===== src/rtl/usb_ctl_pkg.sv =====
package usb_ctl_pkg;

    localparam int REG_W = 8;

    // control word bit positions (decoded by software)
    localparam int CB_RES_SEEN = 7;
    localparam int CB_RST_SEEN = 6;
    localparam int CB_RESUME   = 3;
    localparam int CB_PDWN     = 2;
    localparam int CB_FSUSP    = 1;
    localparam int CB_FRES     = 0;

    localparam logic [REG_W-1:0] CTRL_RST_VAL = 8'h06;
    localparam logic [REG_W-1:0] MASK_KEEP    = 8'hBF;
    localparam logic [REG_W-1:0] CTRL_KEEP    = 8'hCF;

    localparam logic ADDR_MASK = 1'b0;
    localparam logic ADDR_CTRL = 1'b1;

    typedef struct packed {
        logic res_seen;
        logic rst_seen;
        logic resume_drv;
        logic pdwn;
        logic fsusp;
        logic fres;
        logic evt;
    } ctrl_state_t;

    typedef struct packed {
        logic [REG_W-1:0] bits;
    } mask_state_t;

endpackage


===== src/rtl/usb_ctl_mask_reg.sv =====
module usb_ctl_mask_reg
    import usb_ctl_pkg::*;
#(
    parameter int W = REG_W
) (
    input  logic         clk_i,
    input  logic         rst_i,
    input  logic         wr_i,
    input  logic [W-1:0] wdata_i,
    output logic [W-1:0] mask_o
);

    mask_state_t mask_d, mask_q;
    logic [W-1:0] wkeep;

    assign wkeep = wdata_i & MASK_KEEP;

    always_comb begin
        mask_d = mask_q;
        if (wr_i) begin
            mask_d.bits = wkeep;
        end
    end

    always_ff @(posedge clk_i) begin
        if (rst_i) begin
            mask_q.bits <= '0;
        end else begin
            mask_q <= mask_d;
        end
    end

    assign mask_o = mask_q.bits;

endmodule


===== src/rtl/usb_ctl_ctrl_reg.sv =====
module usb_ctl_ctrl_reg
    import usb_ctl_pkg::*;
#(
    parameter int W = REG_W
) (
    input  logic         clk_i,
    input  logic         rst_i,
    input  logic         wr_i,
    input  logic [W-1:0] wdata_i,
    input  logic         res_start_i,
    input  logic         rst_start_i,
    input  logic         activity_i,
    output logic [W-1:0] ctrl_o,
    output logic         evt_o
);

    ctrl_state_t st_d, st_q;
    logic [W-1:0] wkeep;

    assign wkeep = wdata_i & CTRL_KEEP;

    always_comb begin
        st_d = st_q;

        // software writes: flags only accept a clearing 0
        if (wr_i) begin
            if (!wkeep[CB_RES_SEEN]) st_d.res_seen = 1'b0;
            if (!wkeep[CB_RST_SEEN]) st_d.rst_seen = 1'b0;
            st_d.resume_drv = wkeep[CB_RESUME];
            st_d.pdwn       = wkeep[CB_PDWN];
            st_d.fsusp      = wkeep[CB_FSUSP];
            st_d.fres       = wkeep[CB_FRES];
        end

        // hardware events take priority over software
        if (res_start_i) st_d.res_seen = 1'b1;
        if (rst_start_i) st_d.rst_seen = 1'b1;
        if (activity_i)  st_d.fsusp    = 1'b0;

        // release of forced reset raises the event
        st_d.evt = st_q.fres & ~st_d.fres;
    end

    always_ff @(posedge clk_i) begin
        if (rst_i) begin
            st_q.res_seen   <= CTRL_RST_VAL[CB_RES_SEEN];
            st_q.rst_seen   <= CTRL_RST_VAL[CB_RST_SEEN];
            st_q.resume_drv <= CTRL_RST_VAL[CB_RESUME];
            st_q.pdwn       <= CTRL_RST_VAL[CB_PDWN];
            st_q.fsusp      <= CTRL_RST_VAL[CB_FSUSP];
            st_q.fres       <= CTRL_RST_VAL[CB_FRES];
            st_q.evt        <= 1'b0;
        end else begin
            st_q <= st_d;
        end
    end

    always_comb begin
        ctrl_o              = '0;
        ctrl_o[CB_RES_SEEN] = st_q.res_seen;
        ctrl_o[CB_RST_SEEN] = st_q.rst_seen;
        ctrl_o[CB_RESUME]   = st_q.resume_drv;
        ctrl_o[CB_PDWN]     = st_q.pdwn;
        ctrl_o[CB_FSUSP]    = st_q.fsusp;
        ctrl_o[CB_FRES]     = st_q.fres;
    end

    assign evt_o = st_q.evt;

endmodule


===== src/rtl/usb_ctl_irq_comb.sv =====
module usb_ctl_irq_comb #(
    parameter int N = 8
) (
    input  logic [N-1:0] mask_i,
    input  logic [N-1:0] status_i,
    input  logic         dis_i,
    output logic         irq_o
);

    logic [N-1:0] hit;

    for (genvar g = 0; g < N; g++) begin : g_hit
        assign hit[g] = mask_i[g] & status_i[g];
    end

    assign irq_o = (|hit) & ~dis_i;

endmodule


===== src/rtl/usb_ctl_regs.sv =====
module usb_ctl_regs
    import usb_ctl_pkg::*;
(
    input  logic             clk_i,
    input  logic             rst_i,
    input  logic             wr_en_i,
    input  logic             addr_i,
    input  logic [REG_W-1:0] wdata_i,
    output logic [REG_W-1:0] rdata_o,
    input  logic [REG_W-1:0] irq_status_i,
    input  logic             cpu_irq_dis_i,
    input  logic             bus_resume_start_i,
    input  logic             bus_reset_start_i,
    input  logic             bus_activity_i,
    output logic             irq_req_o,
    output logic             resume_drive_o,
    output logic             pwr_down_o,
    output logic             force_suspend_o,
    output logic             force_reset_o,
    output logic             usb_reset_evt_o
);

    logic [REG_W-1:0] mask_view;
    logic [REG_W-1:0] ctrl_view;
    logic             wr_mask, wr_ctrl;

    assign wr_mask = wr_en_i & (addr_i == ADDR_MASK);
    assign wr_ctrl = wr_en_i & (addr_i == ADDR_CTRL);

    usb_ctl_mask_reg #(.W(REG_W)) mask_i (
        .clk_i   (clk_i),
        .rst_i   (rst_i),
        .wr_i    (wr_mask),
        .wdata_i (wdata_i),
        .mask_o  (mask_view)
    );

    usb_ctl_ctrl_reg #(.W(REG_W)) ctrl_i (
        .clk_i       (clk_i),
        .rst_i       (rst_i),
        .wr_i        (wr_ctrl),
        .wdata_i     (wdata_i),
        .res_start_i (bus_resume_start_i),
        .rst_start_i (bus_reset_start_i),
        .activity_i  (bus_activity_i),
        .ctrl_o      (ctrl_view),
        .evt_o       (usb_reset_evt_o)
    );

    usb_ctl_irq_comb #(.N(REG_W)) irq_i (
        .mask_i   (mask_view),
        .status_i (irq_status_i),
        .dis_i    (cpu_irq_dis_i),
        .irq_o    (irq_req_o)
    );

    assign rdata_o         = (addr_i == ADDR_CTRL) ? ctrl_view : mask_view;
    assign resume_drive_o  = ctrl_view[CB_RESUME];
    assign pwr_down_o      = ctrl_view[CB_PDWN];
    assign force_suspend_o = ctrl_view[CB_FSUSP];
    assign force_reset_o   = ctrl_view[CB_FRES];

endmodule


===== config.mk =====
export PLATFORM = sky130hd
export DESIGN_NAME = usb_ctl_regs
export DESIGN_NICKNAME = d
export VERILOG_FILES = /design/src/rtl/usb_ctl_pkg.sv /design/src/rtl/usb_ctl_mask_reg.sv /design/src/rtl/usb_ctl_ctrl_reg.sv /design/src/rtl/usb_ctl_irq_comb.sv /design/src/rtl/usb_ctl_regs.sv
export SDC_FILE = /design/constraint.sdc
export NUM_CORES = 1
export LEC_CHECK = 0
export BUFFER_PORTS_ARGS = -buffer_cell sky130_fd_sc_hd__buf_2
export CORE_MARGIN = 2
export CORE_UTILIZATION = 37
export CTS_BUF_LIST = sky130_fd_sc_hd__clkbuf_8 sky130_fd_sc_hd__clkbuf_16
export DETAILED_ROUTE_END_ITERATION = 6
export GPL_TIMING_DRIVEN = 0
export PLACE_DENSITY = 0.71
export REMOVE_ABC_BUFFERS = 1
export SETUP_SLACK_MARGIN = 0.1
export SYNTH_ARGS = -nofsm -noshare
export SYNTH_HDL_FRONTEND = slang
export SYNTH_SLANG_ARGS = --single-unit

===== constraint.sdc =====
create_clock -name clk_i -period 1.36 [get_ports clk_i]
set_input_delay 0.136 -clock clk_i [delete_from_list [all_inputs] [get_ports clk_i]]
set_output_delay 0.136 -clock clk_i [all_outputs]
set_load 0.01 [all_outputs]

==> Word level (Yosys, flattened, before mapping) <==
Cells that the tools add are included.
{ "totals": {"elab_cells": 37, "out_inout_bits": 14, "reg_bits": 14} }
{ "classes": {"n_mux": 7, "n_eq_ne": 2, "bitwise": 14, "n_reduce_logical": 6} }
{ "ops": {"columns": ["cell", "count"], "rows": [
  ["bitwise AND 1 bit", 11],
  ["2-to-1 mux 8 bit", 1],
  ["OR reduction 7 bit", 1],
  ["2-to-1 mux 6 bit", 1],
  ["nonzero test 2 bit", 3],
  ["2-to-1 mux 1 bit", 5],
  ["!= test 2 x 1 -> 1 bit (second input constant)", 2],
  ["AND reduction 2 bit", 2],
  ["NOT 1 bit", 3]
]} }

==> Logic depth before layout (Yosys ltp) <==
{ "logic_depth": {"depth_word": 4, "depth_mapped": 4, "ltp_nobuf": 3} }

==> Modules after synthesis <==
Synthesis repeated with hierarchy kept, for this count alone.
{ "hier_totals": {"cells_unflattened": 67, "hier_area_um2": 714.4} }
{ "by_module_without_submodules": {"columns": ["mod", "cells_each", "n_inst", "area_per_inst_um2", "seq_area_each_um2"], "rows": [
  ["usb_ctl_ctrl_reg", 27, 1, 269.0, 140.1],
  ["usb_ctl_mask_reg", 24, 1, 259.0, 140.1],
  ["usb_ctl_regs", 11, 1, 147.6, 0.0],
  ["usb_ctl_irq_comb", 5, 1, 38.8, 0.0]
]} }

==> Least setup slack after synthesis <==
No wires, ideal clock.
{ "synth_path": {"path_type": "register to output", "start": "register mask_i.mask_q (netlist bit mask_i.mask_o[0])", "end": "output port irq_req_o", "t_arrival_ns": 0.758, "n_path_buf": 0, "required_ns": 1.224, "path_stages_with_launch": 3, "setup_slack_ns": 0.466, "cell_sequence": "dfxtp_1 -> a222oi_1 -> a31oi_1"} }
{ "synth_via": {"elab_chain_cells": 3} }
{ "synth_rtl": {"columns": ["item", "line_no", "rtl"], "rows": [
  ["start: declaration", "usb_ctl_mask_reg.sv:13", "mask_state_t mask_d, mask_q;"],
  ["start signal: assignment", "usb_ctl_mask_reg.sv:29", "mask_q <= mask_d;"],
  ["bitwise AND 1 bit", "usb_ctl_irq_comb.sv:13", "assign hit[g] = mask_i[g] & status_i[g];"],
  ["OR reduction 7 bit", "usb_ctl_irq_comb.sv:16", "assign irq_o = (|hit) & ~dis_i;"],
  ["bitwise AND 1 bit", "usb_ctl_irq_comb.sv:16", null],
  ["end: declaration", "usb_ctl_regs.sv:15", "output logic irq_req_o,"]
]} }
No other way between the ends.

==> Worst setup path in the final report <==
Ends and elaborated chain as after synthesis.

==> out/qor.yml <==
slew_headroom_pct: 67.4
fin_nets: 125
nFillCells: 141
worst_setup_path_end_kind: "primary output"
die-area_um2: 1990
highest_layer: "met3"
setup_violations: 0
skew_ns: 0.0000771
cts_inserted_buffers: 3
crit_type: "reg -> out"
drt-met1-wl_um: 628
worst_slew_pin_slew_ns: 0.487
multi_input_area_um2: 304
antenna_cells: 0
rrSetupSlack_ns: 0.61
drt.antenna.violating_nets: 0
arrival_ns: 1.19
grt_overflow: 0
syn_to_final_growth_pct: 39.9
row_count: 14
grt_usage_pct: 15.2
cts_tree: "done"
crit_chain: "a222oi_1 -> a31oi_1 -> buf_2"
cts_max_level: 1
start_kind: "flop"
utilization_pct: 56.2
total_power_w: 0.000985
rr_startpoint: "mask_i.mask_o[0]"
syn_inst: 62
drtIter0Drc: 6
vias_per_cell: 5.00
clkSlewWorstSetupHoldPaths_ns: 0.06
dp_hpwl_um: 995
root_buffer: "clkbuf_8"
fin_area_um2: 856
ir_drop_uv: 607
r2r_end: "mask_i.mask_o[0]"
grt_pass1_wl_mm: 2.24
final_layout_size_suffix_gt1_share_pct: 47.0
cp-startpoint: "mask_i.mask_o[0]"
syn_avg_cell_area_um2: 9.87
final.period_utilization_pct: 97.4
portBuffers: 36
wl_met2_um: 647
synth_area_um2: 612
hold_class: "in -> reg"
seqCellArea_um2: 282
rsz0062_at_grt: "yes"
p_leak_nw: 0.426
worstPathMaxFanout: 2
drv_slew: 0
clk_latency_ns: 0.24
grt_max_degree: 15
hold_viol_final: 0
mostFrequentLayoutCells: "buf_2 (36), dfxtp_1 (13), mux2i_1 (8)"
via_count: 580
grt_pass1_vias: 540
cp_slowest_cell: "a222oi_1"
holdWs_ns: 0.0813
final_common_cell: "buf_2"
yosys_warnings: 0
fp.dieW_um: 44.7
totalWireLength_mm: 1.38
ys_types: 23
crit_required_ns: 1.22
gp_congestion: 0.673
postCtsHoldBufs: 0
synth-seq-cells: 14
powerDensity_nw_per_um2: 1150
drc: 0
r2r_cells: 3
max_stage_delay_ns: 0.35
cts_sinks: 14
endpoint: "irq_req_o"
maxCapViolCount: 0
clockBufferDepth: 2
core_area_um2: 1520
placed_area_um2: 792
antenna_found_initial: 0
die_y_um: 44.7
dr.pass1.iters: 4
fmax_mhz: 755
period_needed_ns: 1.33
wl_per_cell_um: 11.9
status: "finished clean"
initial_utilization_pct: 40.1
dr_wl_met3_um: 105
ys_seq_area_share_pct: 45.8
ioPinCount: 38
## how the worst min path moves through the flow
stage / start / endpoint / slack (ns) / depth (start not counted)
5_1_grt: wdata_i[0] / ctrl_i.evt_o / 0.1 / 2
3_5_place_dp: bus_activity_i / ctrl_i.ctrl_o[1] / 0.33 / 2
4_1_cts: bus_activity_i / ctrl_i.ctrl_o[1] / 0.08 / 2
2_1_floorplan: rst_i / ctrl_i.ctrl_o[0] / 0.21 / 1
3_3_place_gp: bus_activity_i / ctrl_i.ctrl_o[1] / 0.32 / 2
6_report: bus_activity_i / ctrl_i.ctrl_o[1] / 0.08 / 2
## logic make-up (layout without fill, tap and decap cells)
kind of cell | after synthesis | after routing | synth area share, %
AO/OA/AOI/OAI | 12 | 12 | 12.7
buffers and inverters | 5 | 43 | 4.50
flip-flops | 14 | 14 | 45.8
multiplexers | 13 | 13 | 22.3
AND/OR/NAND/NOR | 18 | 18 | 14.7
## metrics by stage
| step | TNS [ns] | setup slack (ns) | std cells |
|---|---|---|---|
| after global routing | -0.0214 | -0.0214 | 116 |
| after CTS | 0 | 0.00342 | 116 |
| final | 0 | 0.0348 | 116 |
| after floorplan | 0 | 0.466 | 59 |
| after global placement | 0 | 0.179 | 111 |
| after detailed placement | 0 | 0.168 | 111 |
## routing by layer
metal,GRT usage (%),up-vias
met1,19.0,261
li1,-,294
met5,0,-
met3,3.67,0
met4,3.64,0
met2,26.1,25
## critical path: cells and delay by family (launching register included)
| family | cells | cell delay [ns] |
|---|---|---|
| compound gates | 2 | 0.48 |
| buf+inv | 1 | 0.16 |
| flops | 1 | 0.32 |
## layout make-up
| class | count | share of cell area [%] |
|---|---|---|
| repair buffers | 37 | 21.9 |
| well taps | 16 | 2.34 |
| clock buffers | 4 | 6.43 |
| multi-input cells | 43 | 35.5 |
| inverters | 2 | 0.877 |
| flip-flops and latches | 14 | 32.9 |
## report_power, final
part	internal [W]	switching, W
sequential	0.000432	0.0000130
combinational	0.0000763	0.0000718
clock	0.000256	0.000136
## cells in the mapped netlist
cell type   n  area share, %
buf_2       1           0.82
nand2_1     3            1.8
nor2b_1     2            2.0
inv_1       2            1.2
a31oi_1     1            1.0
nand3_1     2            1.6
clkbuf_1    1           0.61
and3_1      1            1.0
a211o_1     1            1.4
mux2i_1     8             13
mux2_2      4            7.4
buf_6       1            1.8
nor2b_2     1            1.4
a22oi_1     2            2.5
and2_1      1            1.0
mux2_1      1            1.8
dfxtp_1    14             46
a21oi_1     4            3.3
nor4b_1     1            1.4
o21ai_0     2            1.6
a222oi_1    1            1.6
nor2_1      7            4.3
o21bai_1    1            1.2
## sequential cells by signal (all words and copies together), names as in the netlist
register and cells:
ctrl_i.ctrl_o 6, ctrl_i.evt_o 1, mask_i.mask_o 7
## repair_timing
item | 4_1_cts | 5_1_grt
gates resized for setup | 1 | 0
hold endpoints to repair | 0 | 0
setup buffers | 1 | 0
pin swaps | 2 | 2
setup endpoints to repair | 1 | 1
No activity file was read; power rests on OpenSTA's default activity.
